## config.mk

```make
export PLATFORM = sky130hd
export DESIGN_NAME = acc_cpu
export DESIGN_NICKNAME = d
export VERILOG_FILES = /design/src/rtl/acc_cpu_pkg.sv /design/src/rtl/acc_cpu_mem.sv /design/src/rtl/acc_cpu_alu.sv /design/src/rtl/acc_cpu_ctrl.sv /design/src/rtl/acc_cpu.sv
export SDC_FILE = /design/constraint.sdc
export NUM_CORES = 1
export LEC_CHECK = 0
export BUFFER_PORTS_ARGS = -buffer_cell sky130_fd_sc_hd__buf_2
export CAP_MARGIN = 20
export CORE_AREA = 2 2 216 218
export CTS_CLUSTER_DIAMETER = 30
export DETAILED_ROUTE_END_ITERATION = 8
export DIE_AREA = 0 0 218 220
export PLACE_DENSITY = 0.7
export SETUP_SLACK_MARGIN = 0.5
export SYNTH_ARGS = -nofsm -noshare
export SYNTH_HDL_FRONTEND = slang
export SYNTH_SLANG_ARGS = --single-unit
export TNS_END_PERCENT = 50
```

## constraint.sdc

```tcl
create_clock -name clk -period 11.3 [get_ports clk]
set_input_delay 0.565 -clock clk [delete_from_list [all_inputs] [get_ports clk]]
set_output_delay 0.565 -clock clk [all_outputs]
set_load 0.01 [all_outputs]
```

## src/rtl/acc_cpu_pkg.sv

```systemverilog
package acc_cpu_pkg;

    typedef enum logic [2:0] {
        PH_IDLE,
        PH_INIT,
        PH_I1,
        PH_I2,
        PH_E1,
        PH_E2
    } phase_e;

    localparam logic [1:0] OPC_REG = 2'b00;
    localparam logic [1:0] OPC_JMP = 2'b01;
    localparam logic [1:0] OPC_ADD = 2'b10;
    localparam logic [1:0] OPC_MEM = 2'b11;

    localparam logic [2:0] SUB_NOP   = 3'd0;
    localparam logic [2:0] SUB_CLA   = 3'd1;
    localparam logic [2:0] SUB_CPL   = 3'd2;
    localparam logic [2:0] SUB_SHR   = 3'd3;
    localparam logic [2:0] SUB_SHL   = 3'd4;
    localparam logic [2:0] SUB_SKPLO = 3'd5;
    localparam logic [2:0] SUB_SKPHI = 3'd6;
    localparam logic [2:0] SUB_HALT  = 3'd7;

    typedef struct packed {
        logic clr_pc;
        logic ld_ir;
        logic inc_pc;
        logic ld_pc;
        logic clr_a;
        logic cpl_a;
        logic shr_a;
        logic shl_a;
        logic ld_a;
        logic wr_m;
        logic sel_data;
    } ucmd_t;

endpackage

```

## src/rtl/acc_cpu_mem.sv

```systemverilog
module acc_cpu_mem #(
    parameter int DATA_W = 8,
    parameter int ADDR_W = 6
) (
    input  logic              clk,
    input  logic              we,
    input  logic [ADDR_W-1:0] waddr,
    input  logic [DATA_W-1:0] wdata,
    input  logic [ADDR_W-1:0] raddr_cpu,
    output logic [DATA_W-1:0] rdata_cpu,
    input  logic [ADDR_W-1:0] raddr_pnl,
    output logic [DATA_W-1:0] rdata_pnl
);
    localparam int DEPTH = 1 << ADDR_W;

    logic [DATA_W-1:0] words_q [DEPTH];

    always_ff @(posedge clk) begin
        if (we) begin
            words_q[waddr] <= wdata;
        end
    end

    assign rdata_cpu = words_q[raddr_cpu];
    assign rdata_pnl = words_q[raddr_pnl];
endmodule

```

## src/rtl/acc_cpu_alu.sv

```systemverilog
module acc_cpu_alu #(
    parameter int DATA_W = 8
) (
    input  logic [DATA_W-1:0] acc_q,
    input  logic [DATA_W-1:0] operand,
    input  logic              clr_a,
    input  logic              cpl_a,
    input  logic              shr_a,
    input  logic              shl_a,
    input  logic              ld_a,
    output logic [DATA_W-1:0] acc_d
);
    always_comb begin
        acc_d = acc_q;
        if (clr_a) begin
            acc_d = '0;
        end else if (cpl_a) begin
            acc_d = ~acc_q;
        end else if (shr_a) begin
            acc_d = {1'b0, acc_q[DATA_W-1:1]};
        end else if (shl_a) begin
            acc_d = {acc_q[DATA_W-2:0], 1'b0};
        end else if (ld_a) begin
            acc_d = acc_q + operand;
        end
    end
endmodule

```

## src/rtl/acc_cpu_ctrl.sv

```systemverilog
module acc_cpu_ctrl
    import acc_cpu_pkg::*;
(
    input  logic       clk,
    input  logic       rst_n,
    input  logic [4:0] op_sub,
    input  logic       acc_lsb,
    input  logic       acc_msb,
    input  logic       start,
    input  logic       stop,
    input  logic       man_mode,
    output ucmd_t      ucmd,
    output logic       halted
);
    typedef struct packed {
        phase_e ph;
    } ctrl_t;

    ctrl_t st_d, st_q;

    logic [1:0] major;
    logic [2:0] sub;

    assign major = op_sub[4:3];
    assign sub   = op_sub[2:0];

    always_comb begin
        st_d = st_q;
        ucmd = '0;
        case (st_q.ph)
            PH_IDLE: begin
                if (start && !man_mode) st_d.ph = PH_INIT;
            end
            PH_INIT: begin
                ucmd.clr_pc = 1'b1;
                ucmd.clr_a  = 1'b1;
                st_d.ph     = PH_I1;
            end
            PH_I1: begin
                if (stop) begin
                    st_d.ph = PH_IDLE;
                end else begin
                    ucmd.ld_ir = 1'b1;
                    st_d.ph    = PH_I2;
                end
            end
            PH_I2: begin
                ucmd.inc_pc = 1'b1;
                st_d.ph     = PH_E1;
            end
            PH_E1: begin
                st_d.ph = PH_I1;
                case (major)
                    OPC_REG: begin
                        case (sub)
                            SUB_CLA:   ucmd.clr_a  = 1'b1;
                            SUB_CPL:   ucmd.cpl_a  = 1'b1;
                            SUB_SHR:   ucmd.shr_a  = 1'b1;
                            SUB_SHL:   ucmd.shl_a  = 1'b1;
                            SUB_SKPLO: ucmd.inc_pc = acc_lsb;
                            SUB_SKPHI: ucmd.inc_pc = acc_msb;
                            SUB_HALT:  st_d.ph     = PH_IDLE;
                            default:   ;
                        endcase
                    end
                    OPC_JMP: ucmd.ld_pc = 1'b1;
                    default: begin
                        ucmd.sel_data = 1'b1;
                        st_d.ph       = PH_E2;
                    end
                endcase
            end
            PH_E2: begin
                ucmd.sel_data = 1'b1;
                if (major == OPC_ADD) ucmd.ld_a = 1'b1;
                else                  ucmd.wr_m = 1'b1;
                st_d.ph = PH_I1;
            end
            default: st_d.ph = PH_IDLE;
        endcase
    end

    always_ff @(posedge clk or negedge rst_n) begin
        if (!rst_n) st_q <= '{ph: PH_IDLE};
        else        st_q <= st_d;
    end

    assign halted = (st_q.ph == PH_IDLE);

    a_r8_halt_word_stops: assert property (@(posedge clk) disable iff (!rst_n)
        (st_q.ph == PH_E1 && major == OPC_REG && sub == SUB_HALT) |=> halted);

    a_r3_start_needs_auto: assert property (@(posedge clk) disable iff (!rst_n)
        (halted && man_mode) |=> halted);

    a_r11_stop_before_fetch: assert property (@(posedge clk) disable iff (!rst_n)
        (st_q.ph == PH_I1 && stop) |=> halted);

    a_r9_data_step_follows: assert property (@(posedge clk) disable iff (!rst_n)
        (st_q.ph == PH_E1 && major[1]) |=> (st_q.ph == PH_E2));

    a_r7_one_data_action: assert property (@(posedge clk) disable iff (!rst_n)
        $countones({ucmd.ld_a, ucmd.wr_m, ucmd.ld_pc, ucmd.ld_ir}) <= 1);
endmodule

```

## src/rtl/acc_cpu.sv

```systemverilog
module acc_cpu
    import acc_cpu_pkg::*;
#(
    parameter int DATA_W = 8
) (
    input  logic                clk,
    input  logic                rst_n,
    input  logic                man_mode,
    input  logic [DATA_W-3:0]   sw_addr,
    input  logic [DATA_W-1:0]   sw_data,
    input  logic                sw_write,
    input  logic                start,
    input  logic                stop,
    output logic [DATA_W-3:0]   disp_addr,
    output logic [DATA_W-1:0]   panel_data,
    output logic [DATA_W-3:0]   pc,
    output logic [DATA_W-1:0]   acc,
    output logic                halted
);
    localparam int ADDR_W = DATA_W - 2;

    typedef struct packed {
        logic [ADDR_W-1:0] pc;
        logic [DATA_W-1:0] acc;
        logic [DATA_W-1:0] ir;
    } regs_t;

    regs_t             r_d, r_q;
    ucmd_t             ucmd;
    logic              halted_w;
    logic [ADDR_W-1:0] ir_addr;
    logic [ADDR_W-1:0] cpu_addr;
    logic [DATA_W-1:0] cpu_rdata;
    logic [DATA_W-1:0] acc_next;
    logic              mem_we;
    logic [ADDR_W-1:0] mem_waddr;
    logic [DATA_W-1:0] mem_wdata;

    assign ir_addr  = r_q.ir[ADDR_W-1:0];
    assign cpu_addr = ucmd.sel_data ? ir_addr : r_q.pc;

    acc_cpu_ctrl i_ctrl (
        .clk      (clk),
        .rst_n    (rst_n),
        .op_sub   (r_q.ir[DATA_W-1 -: 5]),
        .acc_lsb  (r_q.acc[0]),
        .acc_msb  (r_q.acc[DATA_W-1]),
        .start    (start),
        .stop     (stop),
        .man_mode (man_mode),
        .ucmd     (ucmd),
        .halted   (halted_w)
    );

    acc_cpu_alu #(.DATA_W(DATA_W)) i_alu (
        .acc_q   (r_q.acc),
        .operand (cpu_rdata),
        .clr_a   (ucmd.clr_a),
        .cpl_a   (ucmd.cpl_a),
        .shr_a   (ucmd.shr_a),
        .shl_a   (ucmd.shl_a),
        .ld_a    (ucmd.ld_a),
        .acc_d   (acc_next)
    );

    always_comb begin
        mem_we    = ucmd.wr_m || (halted_w && man_mode && sw_write);
        mem_waddr = halted_w ? sw_addr : ir_addr;
        mem_wdata = halted_w ? sw_data : r_q.acc;
    end

    acc_cpu_mem #(.DATA_W(DATA_W), .ADDR_W(ADDR_W)) i_mem (
        .clk       (clk),
        .we        (mem_we),
        .waddr     (mem_waddr),
        .wdata     (mem_wdata),
        .raddr_cpu (cpu_addr),
        .rdata_cpu (cpu_rdata),
        .raddr_pnl (sw_addr),
        .rdata_pnl (panel_data)
    );

    always_comb begin
        r_d     = r_q;
        r_d.acc = acc_next;
        if (ucmd.clr_pc)      r_d.pc = '0;
        else if (ucmd.ld_pc)  r_d.pc = ir_addr;
        else if (ucmd.inc_pc) r_d.pc = r_q.pc + 1'b1;
        if (ucmd.ld_ir) r_d.ir = cpu_rdata;
    end

    always_ff @(posedge clk or negedge rst_n) begin
        if (!rst_n) r_q <= '0;
        else        r_q <= r_d;
    end

    assign pc        = r_q.pc;
    assign acc       = r_q.acc;
    assign halted    = halted_w;
    assign disp_addr = halted_w ? sw_addr : cpu_addr;

    a_r10_pc_steps: assert property (@(posedge clk) disable iff (!rst_n)
        (ucmd.inc_pc && !ucmd.ld_pc && !ucmd.clr_pc)
        |=> (r_q.pc == ADDR_W'($past(r_q.pc) + 1'b1)));

    a_r4_init_clears: assert property (@(posedge clk) disable iff (!rst_n)
        ucmd.clr_pc |=> (r_q.pc == '0 && r_q.acc == '0));

    a_r7_add_wraps: assert property (@(posedge clk) disable iff (!rst_n)
        ucmd.ld_a |=> (r_q.acc == DATA_W'($past(r_q.acc) + $past(cpu_rdata))));

    a_r5_fetch_latches: assert property (@(posedge clk) disable iff (!rst_n)
        ucmd.ld_ir |=> (r_q.ir == $past(cpu_rdata)));

    a_r3_panel_write_idle: assert property (@(posedge clk) disable iff (!rst_n)
        mem_we |-> (ucmd.wr_m || halted_w));

    a_r8_halt_keeps_acc: assert property (@(posedge clk) disable iff (!rst_n)
        (halted_w && $past(halted_w)) |-> $stable(r_q.acc));
endmodule

```

==> flow_metrics.py, run 1 <==
metrics = {
    "run_status": {
        "status": "finished clean",
    },
    "finish": {
        "diodes": 0,
        "final_cell_mix": "edfxtp_1, mux4_2, nand2_1",
        "drive_gt1_share_pct": 30.2,
        "mostFrequentLayoutCell": "edfxtp_1",
        "fin_util_pct": 66.7,
        "layout.nets": 1682,
        "syn2layout_area_growth_pct": 16.5,
    },
    "cts": {
        "clkTransAtPathRegs_ns": 0.05,
        "clkSinkCount": 537,
        "cts_buffers": 102,
        "insertion_delay_ns": 0.66,
        "cts_resized": 0,
        "cts_tree": "built",
        "cts_htree_levels": 3,
        "cts.path.max_buffers": 3,
        "clock-root-buffer": "clkbuf_16",
    },
    "synthesis": {
        "synth_nets": 1614,
        "ys_ff_latch": 537,
        "syn_area_per_cell_um2": 16.6,
        "synthCells": 1585,
        "syn_area_um2": 26300,
        "ys_warn_count": 0,
        "synth_top_flop_cell": "edfxtp_1",
        "synth_edf_count": 512,
        "yosysSeqAreaShare_pct": 60.9,
        "async_flop_share_pct": 4.66,
        "synthDistinctLibCells": 81,
    },
    "grt": {
        "grt_remaining_overflow": 0,
        "grt_usage_pct": 33.5,
        "grt_pass1_wl_um": 114000,
        "first_global_vias": 16400,
        "antenna_found_initial": 1,
        "grt_max_degree": 65,
    },
    "die": {
        "die_w_um": 218,
        "die_y_um": 220,
        "core_um2": 45900,
        "ios": 49,
        "initial_utilization_pct": 57.3,
        "rows": 79,
        "dieArea_um2": 48000,
    },
    "setup_path": {
        "crit_path_end_kind": "register",
        "cp_max_fo": 21,
        "cp.required_ns": 11.83,
        "path_class": "reg2reg",
        "crit_arrival_ns": 6.93,
        "start_kind": "register",
    },
    "pwr": {
        "peakVddDrop_uv": 274,
        "power_density_nw_per_um2": 269,
        "p_leak_nw": 10.1,
    },
    "route": {
        "vias": 17000,
        "drt-total-wl_um": 78200,
        "post_drt_wl_per_cell_um": 33.3,
        "drtAntennaViolNets": 0,
        "firstDrtPassIters": 9,
        "drtIter0Drc": 2841,
        "vias_per_cell": 7.23,
        "drc": 0,
    },
    "place": {
        "dpl.hpwl_um": 50400,
        "place_ws_ns": 4.65,
        "place_congestion": 1.03,
        "portBuffers": 48,
    },
    "timing": {
        "skew_ns": 0.0245,
        "slew_violations": 0,
        "tightestPinTransition_ns": 1.15,
        "period_minus_slack_ns": 6.40,
        "hold_viol": 0,
        "setup_ws_ns": 4.90,
        "rsz0062_at_grt": "false",
        "slew_headroom_pct": 23.0,
        "holdWs_ns": 0.294,
        "fin_crit_sh_pct": 56.6,
        "fmax_mhz": 156,
        "setup_viol": 0,
        "final.setup.tns_ns": 0,
    },
    "job": {
        "cap_violations": 0,
    },
    "worst_hold_path": {
        "min_path_type": "in2reg",
    },
}
## state kept, by name, indices dropped and copies added, names as in the netlist
signal / cells
pc: 6
i_mem.words_q: 512
r_q: 2
i_ctrl.st_q: 3
acc: 8
ir_addr: 6
## report_power, final
part | switching [mW] | internal (mW) | total [mW] | leakage, nW
Clock | 1.06 | 2.05 | 3.11 | 1.68
Sequential | 0.103 | 2.51 | 2.61 | 4.99
Combinational | 1.67 | 0.843 | 2.52 | 3.43
Total | 2.84 | 5.40 | 8.24 | 10.1
## worst max-delay path: stages (launching register included)
cell,delay [ns]
dfrtp_1,0.54
or2_1,0.53
nand2_1,0.28
a21o_1,0.55
nor2_1,1.01
a32oi_1,0.24
nand3_1,0.16
o311ai_0,0.20
o311ai_1,0.81
inv_1,0.10
ha_1,0.31
a21o_1,0.19
a21oi_1,0.21
o21ai_0,0.16
o21ai_0,0.28
nand2b_1,0.10
a21oi_1,0.18
xor2_1,0.19
xnor2_1,0.13
o21ai_1,0.07
## timing repair
item | CTS | global route
hold buffers | 1 | 0
endpoints found under the hold margin | 25 | 0
setup buffers | 0 | 0
setup endpoints to repair | 0 | 0
## kinds of logic (layout without fill, tap and decap cells)
kind of cell               after synthesis  in the layout  synth area share, %
DFF                                    537            537                 60.9
and+or+nand+nor                        421            421                 7.27
muxes                                  294            294                 23.6
AOI/OAI and AO/OA                      194            194                 5.34
buffers and inverters                  123            280                 2.21
adders and majority gates                9              9                0.457
xor gates and xnor gates                 7              7                0.233
## synthesized netlist by cell type (all sizes together) (13+ instances only)
| cell | instances | area (um^2) |
|---|---|---|
| edfxtp | 512 | 15400 |
| mux4 | 255 | 5790 |
| nand2 | 178 | 673 |
| nor2 | 103 | 397 |
| buf | 61 | 348 |
| nand3 | 58 | 295 |
| clkbuf | 55 | 206 |
| o21ai | 38 | 201 |
| a22oi | 32 | 240 |
| mux2i | 31 | 310 |
| a21oi | 26 | 130 |
| dfrtp | 25 | 626 |
| and3 | 20 | 130 |
| a32oi | 16 | 140 |
| nand2b | 13 | 88.8 |
## metal layers
layer	up-vias	global-route usage (%)	wire length (um)
li1	6745	-	-
met1	8689	48.9	29600
met2	1364	49.0	35300
met3	184	8.61	10400
met4	2	12.9	2800
met5	-	0	15
## path summary, 6_finish.rpt
kind	slack, ns	depth (start not counted)	start	endpoint
worst max-delay path	4.90	19	i_ctrl.st_q[0]$_DFFE_PN0P_	acc[7]$_DFFE_PN0P_
worst min-delay path	0.29	4	stop	i_ctrl.st_q[0]$_DFFE_PN0P_
worst max register to register	4.90	19	i_ctrl.st_q[0]$_DFFE_PN0P_	acc[7]$_DFFE_PN0P_
worst min register to register	0.60	2	pc[1]$_DFFE_PN0P_	pc[1]$_DFFE_PN0P_
max in group asynchronous	10.44	2	rst_n	ir_addr[2]$_DFFE_PN0P_
min in group asynchronous	0.45	2	rst_n	acc[5]$_DFFE_PN0P_
## per-stage QoR
step                instances  power (mW)  cell area, um^2
floorplan                1585        4.23            26300
global placement         2152        5.03            27000
detailed placement       2152        5.07            27000
CTS                      2346        8.18            30500
global route             2349        8.47            30600
finish                   2349        8.24            30600
## final cells by class
type / instances / area, um^2
Tap cell: 607 / 759
Sequential cell: 537 / 16000
Clock buffer: 113 / 2590
Multi-Input combinational cell: 925 / 9730
Timing Repair Buffer: 80 / 523
Fill cell: 3010 / 15300
Clock inverter: 80 / 956
Inverter: 7 / 26.3
No activity file was read; power rests on OpenSTA's default activity.
==> inputs of run 2 (changes only) <==
CORE_AREA = 2 2 218 220   (was 2 2 216 218)
DIE_AREA = 0 0 220 222   (was 0 0 218 220)
PLACE_DENSITY = 0.72   (was 0.7)
clock period = 5.5 ns   (was 11.3 ns; I/O delays follow)
==> flow_metrics.py, run 2 (synthesis results as in run 1) <==
metrics = {
    "run_status": {
        "status": "finished clean",
    },
    "die": {
        "die_y_um": 222,
        "ios": 49,
        "dieArea_um2": 48800,
        "core_um2": 46300,
        "rows": 79,
        "die_w_um": 220,
        "initial_utilization_pct": 56.8,
    },
    "finish": {
        "multiInputGateArea_um2": 9790,
        "final_cell_mix": "edfxtp_1, mux4_2, nand2_1",
        "syn2layout_area_growth_pct": 18.0,
        "largest_register_ffs": 512,
        "layout.nets": 1712,
        "seqCellArea_um2": 16000,
        "drive_gt1_share_pct": 31.9,
        "mostFrequentLayoutCell": "edfxtp_1",
        "stdcell_area_um2": 31000,
        "fin_util_pct": 67.0,
        "n_fill_cell": 2985,
        "largest_register": "i_mem.words_q",
    },
    "timing": {
        "period_minus_slack_ns": 4.77,
        "slew_violations": 0,
        "rsz0062_at_grt": "false",
        "hold_viol": 0,
        "final.setup.tns_ns": 0,
        "slew_headroom_pct": 23.4,
        "holdWs_ns": 0.0324,
        "fin_crit_sh_pct": 86.7,
        "skew_ns": 0.0149,
        "setup_viol": 0,
        "tightestPinTransition_ns": 1.14,
        "fmax_mhz": 210,
    },
    "grt": {
        "grt_max_degree": 71,
        "grt_remaining_overflow": 0,
        "first_global_vias": 16700,
        "grt_pass1_wl_um": 115000,
        "antenna_found_initial": 1,
        "grt_usage_pct": 32.9,
    },
    "route": {
        "drtIter0Drc": 2797,
        "vias_per_cell": 7.23,
        "drtAntennaViolNets": 0,
        "firstDrtPassIters": 9,
        "vias": 17200,
        "drt-total-wl_um": 79800,
        "post_drt_wl_per_cell_um": 33.5,
        "drc": 0,
    },
    "job": {
        "cap_violations": 0,
    },
    "cts": {
        "clkTransAtPathRegs_ns": 0.05,
        "insertion_delay_ns": 0.66,
        "cts.path.max_buffers": 3,
        "clkSinkCount": 537,
        "clock-root-buffer": "clkbuf_16",
        "cts_htree_levels": 3,
        "cts_tree": "built",
        "cts_buffers": 103,
    },
    "pwr": {
        "p_leak_nw": 10.3,
        "total_power_mw": 17.2,
        "power_density_nw_per_um2": 554,
        "peakVddDrop_uv": 805,
    },
    "setup_path": {
        "path_class": "reg2reg",
        "cp_max_fo": 26,
        "start_kind": "register",
        "crit_path_start": "r_q[7]$_DFFE_PN0P_",
        "crit_arrival_ns": 5.28,
        "cp.required_ns": 6.02,
        "r2r_start": "r_q[7]$_DFFE_PN0P_",
        "crit_path_end_kind": "register",
    },
    "place": {
        "place_congestion": 0.976,
        "placed_area_um2": 27200,
        "dpl.hpwl_um": 51500,
        "portBuffers": 48,
    },
    "worst_hold_path": {
        "min_path_type": "in2reg",
        "min-delay-start": "stop",
    },
}
## run 2: report_power, final
| group | internal, mW | switching, mW | total, mW |
|---|---|---|---|
| combinational | 1.90 | 3.51 | 5.41 |
| sequential | 5.16 | 0.208 | 5.37 |
| clock | 4.17 | 2.22 | 6.39 |
## run 2: per-layer routing
metal	vias to the layer above	wire [um]	global-route usage (%)
met3	222	10200	7.31
li1	6827	-	-
met4	0	3720	14.2
met1	8797	29700	47.9
met2	1376	36100	48.4
met5	-	0	0
## run 2: final timing paths
check	endpoint	slack [ns]	depth (start not counted)
worst max-delay path	acc[7]$_DFFE_PN0P_	0.73	18
worst min-delay path	i_ctrl.st_q[0]$_DFFE_PN0P_	0.03	4
worst max register to register	acc[7]$_DFFE_PN0P_	0.73	18
worst min register to register	i_ctrl.st_q[0]$_DFFE_PN0P_	0.62	2
max in group asynchronous	ir_addr[1]$_DFFE_PN0P_	4.93	2
min in group asynchronous	acc[2]$_DFFE_PN0P_	0.18	2
## run 2: critical path: stages, from the launching register on
cell and delay, ns:
dfrtp_1 0.46, or2_4 0.38, and3_1 0.30, nor2_4 0.57, buf_4 0.35, nand2_1 0.08, a31oi_1 0.17, nand4_1 0.18
o311ai_0 0.24, o311a_1 0.33, ha_1 0.30, a21oi_1 0.21, o21ai_0 0.15, o21ai_0 0.22, nand2b_1 0.08, a21oi_1 0.17
xor2_1 0.18, xnor2_1 0.13, o21ai_1 0.08
## run 2: layout make-up
type                    count  share of cell area (%)
flip-flops and latches    537                    51.6
diodes                      2                  0.0162
inverters                   7                  0.0848
multi-input cells         927                    31.6
clock inverters            81                    2.97
clock buffers             113                    8.58
well taps                 607                    2.45
repair buffers            107                    2.69
## run 2: metrics by stage
stage | instances | setup WS [ns]
2_1_floorplan | 1585 | 0.812
3_3_place_gp | 2168 | 0.467
3_5_place_dp | 2168 | 0.364
4_1_cts | 2363 | 0.560
5_1_grt | 2379 | 0.516
6_report | 2381 | 0.734
## run 2: repair_timing
item / CTS / global route
setup endpoints to repair: 1 / 2
resized for setup: 2 / 13
setup buffers: 0 / 8
endpoints found under the hold margin: 25 / 0
gates cloned: 0 / 3
pin swaps: 0 / 2
hold buffers: 1 / 0
